[src/rtl/rdcs_pkg.sv]
`timescale 1ns/1ps
package rdcs_pkg;
  typedef enum logic {
    MODE_STD  = 1'b0,
    MODE_FWFT = 1'b1
  } rd_mode_e;
endpackage

[src/rtl/rdcs_select.sv]
`timescale 1ns/1ps
// Registered chip-select path, reset override and entry-protocol check.
module rdcs_select (
  input  logic clk,
  input  logic rst_n,
  input  logic reset_busy,
  input  logic oe_n,
  input  logic cs_n,
  input  logic ren_n,
  output logic bus_en,
  output logic prot_err
);
  logic cs_drv_q, cs_drv_d;
  logic ovr_q, ovr_d;
  logic err_q, err_d;

  always_comb begin
    cs_drv_d = ~cs_n;
    ovr_d    = reset_busy;
    err_d    = ~reset_busy & ~cs_n & ~cs_drv_q & ~ren_n;
  end

  always_ff @(posedge clk or negedge rst_n) begin
    if (!rst_n) begin
      cs_drv_q <= 1'b0;
      ovr_q    <= 1'b1;
      err_q    <= 1'b0;
    end else begin
      cs_drv_q <= cs_drv_d;
      ovr_q    <= ovr_d;
      err_q    <= err_d;
    end
  end

  assign bus_en   = ~oe_n & (reset_busy | ovr_q | cs_drv_q);
  assign prot_err = err_q;
endmodule

[src/rtl/rdcs_outreg.sv]
`timescale 1ns/1ps
// Output register with standard and fall-through load policies.
module rdcs_outreg #(
  parameter int DATA_W = 36
) (
  input  logic                 clk,
  input  logic                 rst_n,
  input  logic                 reset_busy,
  input  rdcs_pkg::rd_mode_e   mode,
  input  logic                 cs_n,
  input  logic                 ren_n,
  input  logic                 mem_empty,
  input  logic [DATA_W-1:0]    mem_head,
  output logic                 pop,
  output logic [DATA_W-1:0]    data_q,
  output logic                 empty_out
);
  logic rd_req;
  logic load;
  logic valid_q, valid_d;
  logic [DATA_W-1:0] data_d;

  assign rd_req = ~cs_n & ~ren_n & ~reset_busy;

  always_comb begin
    load    = 1'b0;
    valid_d = valid_q;
    if (mode == rdcs_pkg::MODE_FWFT) begin
      load = ~reset_busy & ~mem_empty & (~valid_q | rd_req);
      if (reset_busy)   valid_d = 1'b0;
      else if (load)    valid_d = 1'b1;
      else if (rd_req)  valid_d = 1'b0;
    end else begin
      load    = rd_req & ~mem_empty;
      valid_d = 1'b0;
    end
    data_d = load ? mem_head : data_q;
  end

  always_ff @(posedge clk or negedge rst_n) begin
    if (!rst_n) begin
      valid_q <= 1'b0;
      data_q  <= '0;
    end else begin
      valid_q <= valid_d;
      if (load) data_q <= data_d;
    end
  end

  assign pop       = load;
  assign empty_out = (mode == rdcs_pkg::MODE_FWFT) ? ~valid_q : mem_empty;
endmodule

[src/rtl/rdport_cs_ctrl.sv]
`timescale 1ns/1ps
module rdport_cs_ctrl #(
  parameter int DATA_W = 36
) (
  input  logic              clk,
  input  logic              rst_n,
  input  logic              reset_busy,
  input  logic              fwft_mode,
  input  logic              oe_n,
  input  logic              cs_n,
  input  logic              ren_n,
  input  logic              retx_req,
  input  logic              mem_empty,
  input  logic [DATA_W-1:0] mem_head,
  output logic              mem_pop,
  output logic              retx_strobe,
  output logic              bus_en,
  output logic [DATA_W-1:0] q_out,
  output logic              empty_out,
  output logic              prot_err
);
  rdcs_pkg::rd_mode_e mode;
  logic [DATA_W-1:0]  data_q;

  assign mode = fwft_mode ? rdcs_pkg::MODE_FWFT : rdcs_pkg::MODE_STD;

  rdcs_select i_select (
    .clk        (clk),
    .rst_n      (rst_n),
    .reset_busy (reset_busy),
    .oe_n       (oe_n),
    .cs_n       (cs_n),
    .ren_n      (ren_n),
    .bus_en     (bus_en),
    .prot_err   (prot_err)
  );

  rdcs_outreg #(.DATA_W(DATA_W)) i_outreg (
    .clk        (clk),
    .rst_n      (rst_n),
    .reset_busy (reset_busy),
    .mode       (mode),
    .cs_n       (cs_n),
    .ren_n      (ren_n),
    .mem_empty  (mem_empty),
    .mem_head   (mem_head),
    .pop        (mem_pop),
    .data_q     (data_q),
    .empty_out  (empty_out)
  );

  assign retx_strobe = retx_req & ~cs_n & ~reset_busy;
  assign q_out       = bus_en ? data_q : '0;
endmodule

[config.mk]
export PLATFORM = sky130hd
export DESIGN_NAME = rdport_cs_ctrl
export DESIGN_NICKNAME = d
export VERILOG_FILES = /design/src/rtl/rdcs_pkg.sv /design/src/rtl/rdcs_select.sv /design/src/rtl/rdcs_outreg.sv /design/src/rtl/rdport_cs_ctrl.sv
export SDC_FILE = /design/constraint.sdc
export NUM_CORES = 1
export LEC_CHECK = 0
export CORE_MARGIN = 2
export CORE_UTILIZATION = 37
export DETAILED_ROUTE_END_ITERATION = 7
export PLACE_DENSITY = 0.76
export SYNTH_ARGS = -nofsm -noshare
export SYNTH_HDL_FRONTEND = slang
export SYNTH_SLANG_ARGS = --single-unit
[constraint.sdc]
create_clock -name clk -period 1.3 [get_ports clk]
set_input_delay 0.13 -clock clk [delete_from_list [all_inputs] [get_ports clk]]
set_output_delay 0.13 -clock clk [all_outputs]
set_load 0.05 [all_outputs]
== Word level (Yosys, flattened, before mapping) ==
Index checks and enable logic that the tools add are counted.
Operators by class
  eq/ne operators: 1
  mux-type cells: 8
  bitwise logic cells: 21
Operators with widths (count)
  $mux 36: 1
  $and 1x1->1: 11
  $mux 1: 7
  $not 1->1: 7
  $ne 4x4->1 const B: 1
  $or 1x1->1: 3
Storage, ports and cells
  bits of input ports: 45
  output and inout bits: 41
  register bits after elaboration: 40

== Longest topological paths before layout ==
  depth in word-level cells: 8
  depth in mapped cells: 4

== Modules after synthesis ==
Synthesis repeated with hierarchy kept, for this count alone.
Second synthesis, totals
  cell total of the unflattened synthesis: 133
  area total of the unflattened synthesis: 1946.9 sq um
By module, submodules not included
  rdcs_outreg: cells an instance 86, area each 1552.7 sq um, times used 1
  rdport_cs_ctrl: cells an instance 40, area each 292.8 sq um, times used 1
  rdcs_select: cells an instance 7, area each 101.3 sq um, times used 1

== Worst setup path after synthesis ==
OpenSTA, ideal clock, no wires.
  kind: register to output
  start point: register i_select.ovr_q
  end point: output port q_out[23]
  setup slack: -467 ps
  stages on the path, launching flop included: 5
  data required time: 1170 ps
  arrival time: 1637 ps
  path through: dfstp_2 nor3_1 nor2_1 buf_2 and2_1
On the way
  word-level cells in the longest chain between the ends: 4
RTL lines
  from (decl): line rdcs_select.sv:14  | logic ovr_q, ovr_d;
  from (signal assigned): line rdcs_select.sv:30  | ovr_q <= ovr_d;
  $or 1x1->1 (2 in series): line rdcs_select.sv:35  | assign bus_en = ~oe_n & (reset_busy | ovr_q | cs_drv_q);
  $and 1x1->1: line rdcs_select.sv:35
  named net bus_en: line rdport_cs_ctrl.sv:17  | output logic bus_en,
  $mux 36: line rdport_cs_ctrl.sv:53  | assign q_out = bus_en ? data_q : '0;
  to (decl): line rdport_cs_ctrl.sv:18  | output logic [DATA_W-1:0] q_out,
The timed path passes the listed nets, and every way through them passes these cells.

== Worst setup path after layout ==
  start point: register i_select.ovr_q
  end point: output port q_out[29]
On the way
  word-level cells in the longest chain between the ends: 4
RTL lines (line)
  $or 1x1->1 (2 in series): rdcs_select.sv:35
  $and 1x1->1: rdcs_select.sv:35
  $mux 36: rdport_cs_ctrl.sv:53
Every way passes these cells.

==> summary.md <==
| Metric | Value |
|---|---|
| Outcome | finished with violations |
| Failing checks | setup timing |
| Vias in the first global route | 1559 |
| Adder-Cell Fraction of Synth Area | 0% |
| Worst Tran Pin Value | 270 ps |
| Peak VDD IR | 954 uV |
| Post-synthesis mux area share | 27.2% |
| Area grow syn2layout | 102% |
| Power Dens Cells | 1250 nW/um2 |
| RSZ-0062 raised after global routing | yes |
| Clock-pin slew on the worst setup and hold paths | 80 ps |
| Mapped Cells | 133 |
| Largest cells by area after synthesis | dfrtp_1 52%, mux2_4 23%, and2_1 12%, mux2_2 4.2%, buf_8 2.4% |
| Synth Area in XOR/XNOR | 0% |
| Worst path depth | 6 |
| IO buf count | 85 |
| Power consumption | 4.79 mW |
| Slew Limit Fails | 0 |
| Worst path max stage delay | 540 ps |
| Clock buffer count from CTS | 5 |
| Worst-path maximum fanout | 8 |
| Highest Clock Rate | 586 MHz |
| Initial Util | 37.8% |
| Die area | 5700 um2 |
| Post-synthesis compound-gate area fraction | 1.65% |
| Crit path capture type | primary output |
| Core area | 5010 um2 |
| CP Launch Type | flip-flop |
| First-pass GRT wire length | 7980 um |
| Vias per cell | 4.55 |
| Most frequent cell after synthesis | dfrtp_1 |
| Initial detailed-routing violation count | 57 |
| Final WL | 5440 um |
| Main synth FF type | dfrtp_1 |
| Sink Count | 40 |
| DP Cell Count | 295 |
| Final nets | 292 |
| Ys async rst share | 100% |
| Sequential area share after synthesis | 52.9% |
| Max-cap violations | 0 |
| TNS Setup | -16520 ps |
| FILL cells | 325 |
| Global route overflow | 0 |
| Ratio of cells with drive above 1 in the final layout | 63.3% |
| Final Instance Area | 3820 um2 |
| Yosys top cell area share | 51.6% |
| Arr. time, crit path | 1580 ps |
| CP bufs+invs | 3 |
| Routability cong. | 0.774 |
| Post-synth EDFFs | 0 |
| Ys Warns | 0 |
| Max_slew headroom | 82.0% |
| Largest net degree at the start of global routing | 21 |
| Root buf cell | clkbuf_8 |
| WL/cell | 17.1 um |
| DPL Wire Length | 3300 um |
| Final setup violation count | 74 |
| Clk_lat worst skew | 290 ps |
| Post-route DRC | 0 |
| CP delay by family, top | flip-flops |
| Pre-antenna DRT Iters | 4 |
| Yosys top cell by area | dfrtp_1 |
| Total number of vias | 1447 |
| Antenna-violating nets left | 0 |
| Worst path cell trace | nor3_2 > nor2_2 > buf_4 > clkbuf_16 > and2_4 > buf_12 |
| Largest family of logic cells by synthesized area | multiplexers |
| H-Tree Level Count | 2 |
| Die span in y | 75.5 um |
| Syn Std Cell Area | 1890 um2 |
| Global router's overall resource usage | 19.3% |
| Final period utilization | 131% |
| Count of cell types in the netlist | 18 |
| Diodes inserted | 0 |
| Reg2Reg Depth | 5 |
| Final Skew | 5.70 ps |
| HP Class | input port to async pin |
| Rows | 26 |
| Worst Slack Setup Final | -406 ps |
| CP required | 1170 ps |
| Clock Tree Buf Depth | 2 |
| Syn Area/Cell | 14.2 um2 |
| Initial antenna violation count | 0 |
| # IOs | 86 |
| Horiz. Die Dim | 75.5 um |
| Pleak | 1.81 nW |
| Critical path type | flip-flop to primary output |
| Synth cell count leaders | 39 x dfrtp_1, 36 x and2_1, 29 x mux2_4, 7 x mux2_2, 4 x nor2_1 |
| Non-Filler Instances | 318 |
| Net Count, Synth | 178 |
| Number of synthesized register bits | 40 |
| Post-Synth Simple-Gate Area | 14.8% |
| TritonCTS clock tree | yes |
| Final Hold Vio Count | 0 |
| Min Tclk post-route | 1710 ps |
| Placed Area | 3380 um2 |
| Max stage delay cell, worst path | dfstp_2 |
-- final timing paths --
kind	slack (ps)	from	end
worst min register to register	510	i_outreg.data_q[17]	i_outreg.data_q[17]
max in group asynchronous	490	rst_n	i_outreg.data_q[15]
worst max-delay path	-410	i_select.ovr_q	q_out[29]
worst max register to register	-80	i_outreg.valid_q	i_outreg.data_q[29]
worst min-delay path	260	rst_n	i_outreg.data_q[0]
min in group clk	260	reset_busy	i_select.prot_err
-- cells in the final DEF (no fill, tap or decap), types with 2 or more instances in the layout --
| master | synthesis | layout |
|---|---|---|
| clkbuf_16 | 0 | 4 |
| and2_2 | 0 | 10 |
| clkdlybuf4s50_1 | 0 | 42 |
| nor2_1 | 4 | 2 |
| buf_12 | 0 | 47 |
| dfrtp_1 | 39 | 39 |
| buf_4 | 0 | 13 |
| clkbuf_8 | 0 | 5 |
| mux2_4 | 29 | 36 |
| nor2_2 | 0 | 2 |
| and2_4 | 0 | 26 |
| buf_8 | 3 | 3 |
-- routing by layer --
metal	share of wire (%)	vias to the layer above	global-route usage [%]
li1	-	671	-
met4	0.86	0	4.68
met5	0	-	0
met2	49	60	30.8
met3	8.5	5	7.80
met1	42	711	24.6
-- registers in the layout, indices dropped and copies added, names as in the netlist --
| signal | count |
|---|---|
| i_outreg.valid_q | 1 |
| i_select.cs_drv_q | 1 |
| i_outreg.data_q | 36 |
| i_select.prot_err | 1 |
| i_select.ovr_q | 1 |
-- final cells by class --
cell class                      instances  area (um2)  share of cell area (%)
Multi-Input combinational cell         85         962                    25.2
Timing Repair Buffer                  113        1660                    43.3
Clock inverter                          2        35.0                   0.917
Inverter                                2        7.51                   0.196
Sequential cell                        40        1000                    26.2
Clock buffer                            6        72.6                    1.90
Tap cell                               70        87.6                    2.29
-- power breakdown --
part           leakage [nW]  switching (mW)  internal, mW
sequential            0.474           0.141          1.48
clock                0.0552           0.428         0.570
combinational          1.28           0.917          1.25
-- worst register-to-register path: stages, from the launching register on --
cell and delay, ps:
dfrtp_1 400, nor2b_4 60, o21ai_4 200, buf_12 160
clkbuf_16 150, mux2_4 300
-- kinds of logic (layout without fill, tap and decap cells) --
family                 count (synthesis)  after routing
flip-flops                            40             40
AND/OR/NAND/NOR                       45             45
AO/OA/AOI/OAI                          4              4
buffers and inverters                  8            123
multiplexers                          36             36
-- stage by stage --
stage | hold WS (ps) | setup slack [ps] | util (%)
6_report | 255 | -406 | 76.3
5_1_grt | 264 | -469 | 76.3
3_3_place_gp | 18.1 | -315 | 67.5
3_5_place_dp | 20.0 | -325 | 67.5
4_1_cts | 232 | -402 | 74.3
2_1_floorplan | -166 | -114 | -
-- what timing repair did --
item	CTS	global route
hold buffers	1	0
cloned	3	4
pin swaps	5	1
setup endpoints to repair	62	74
buffers inserted	7	3
resized for setup	28	11
hold endpoints to repair	9	0
Note: power is estimated with default switching activity, not from simulation.
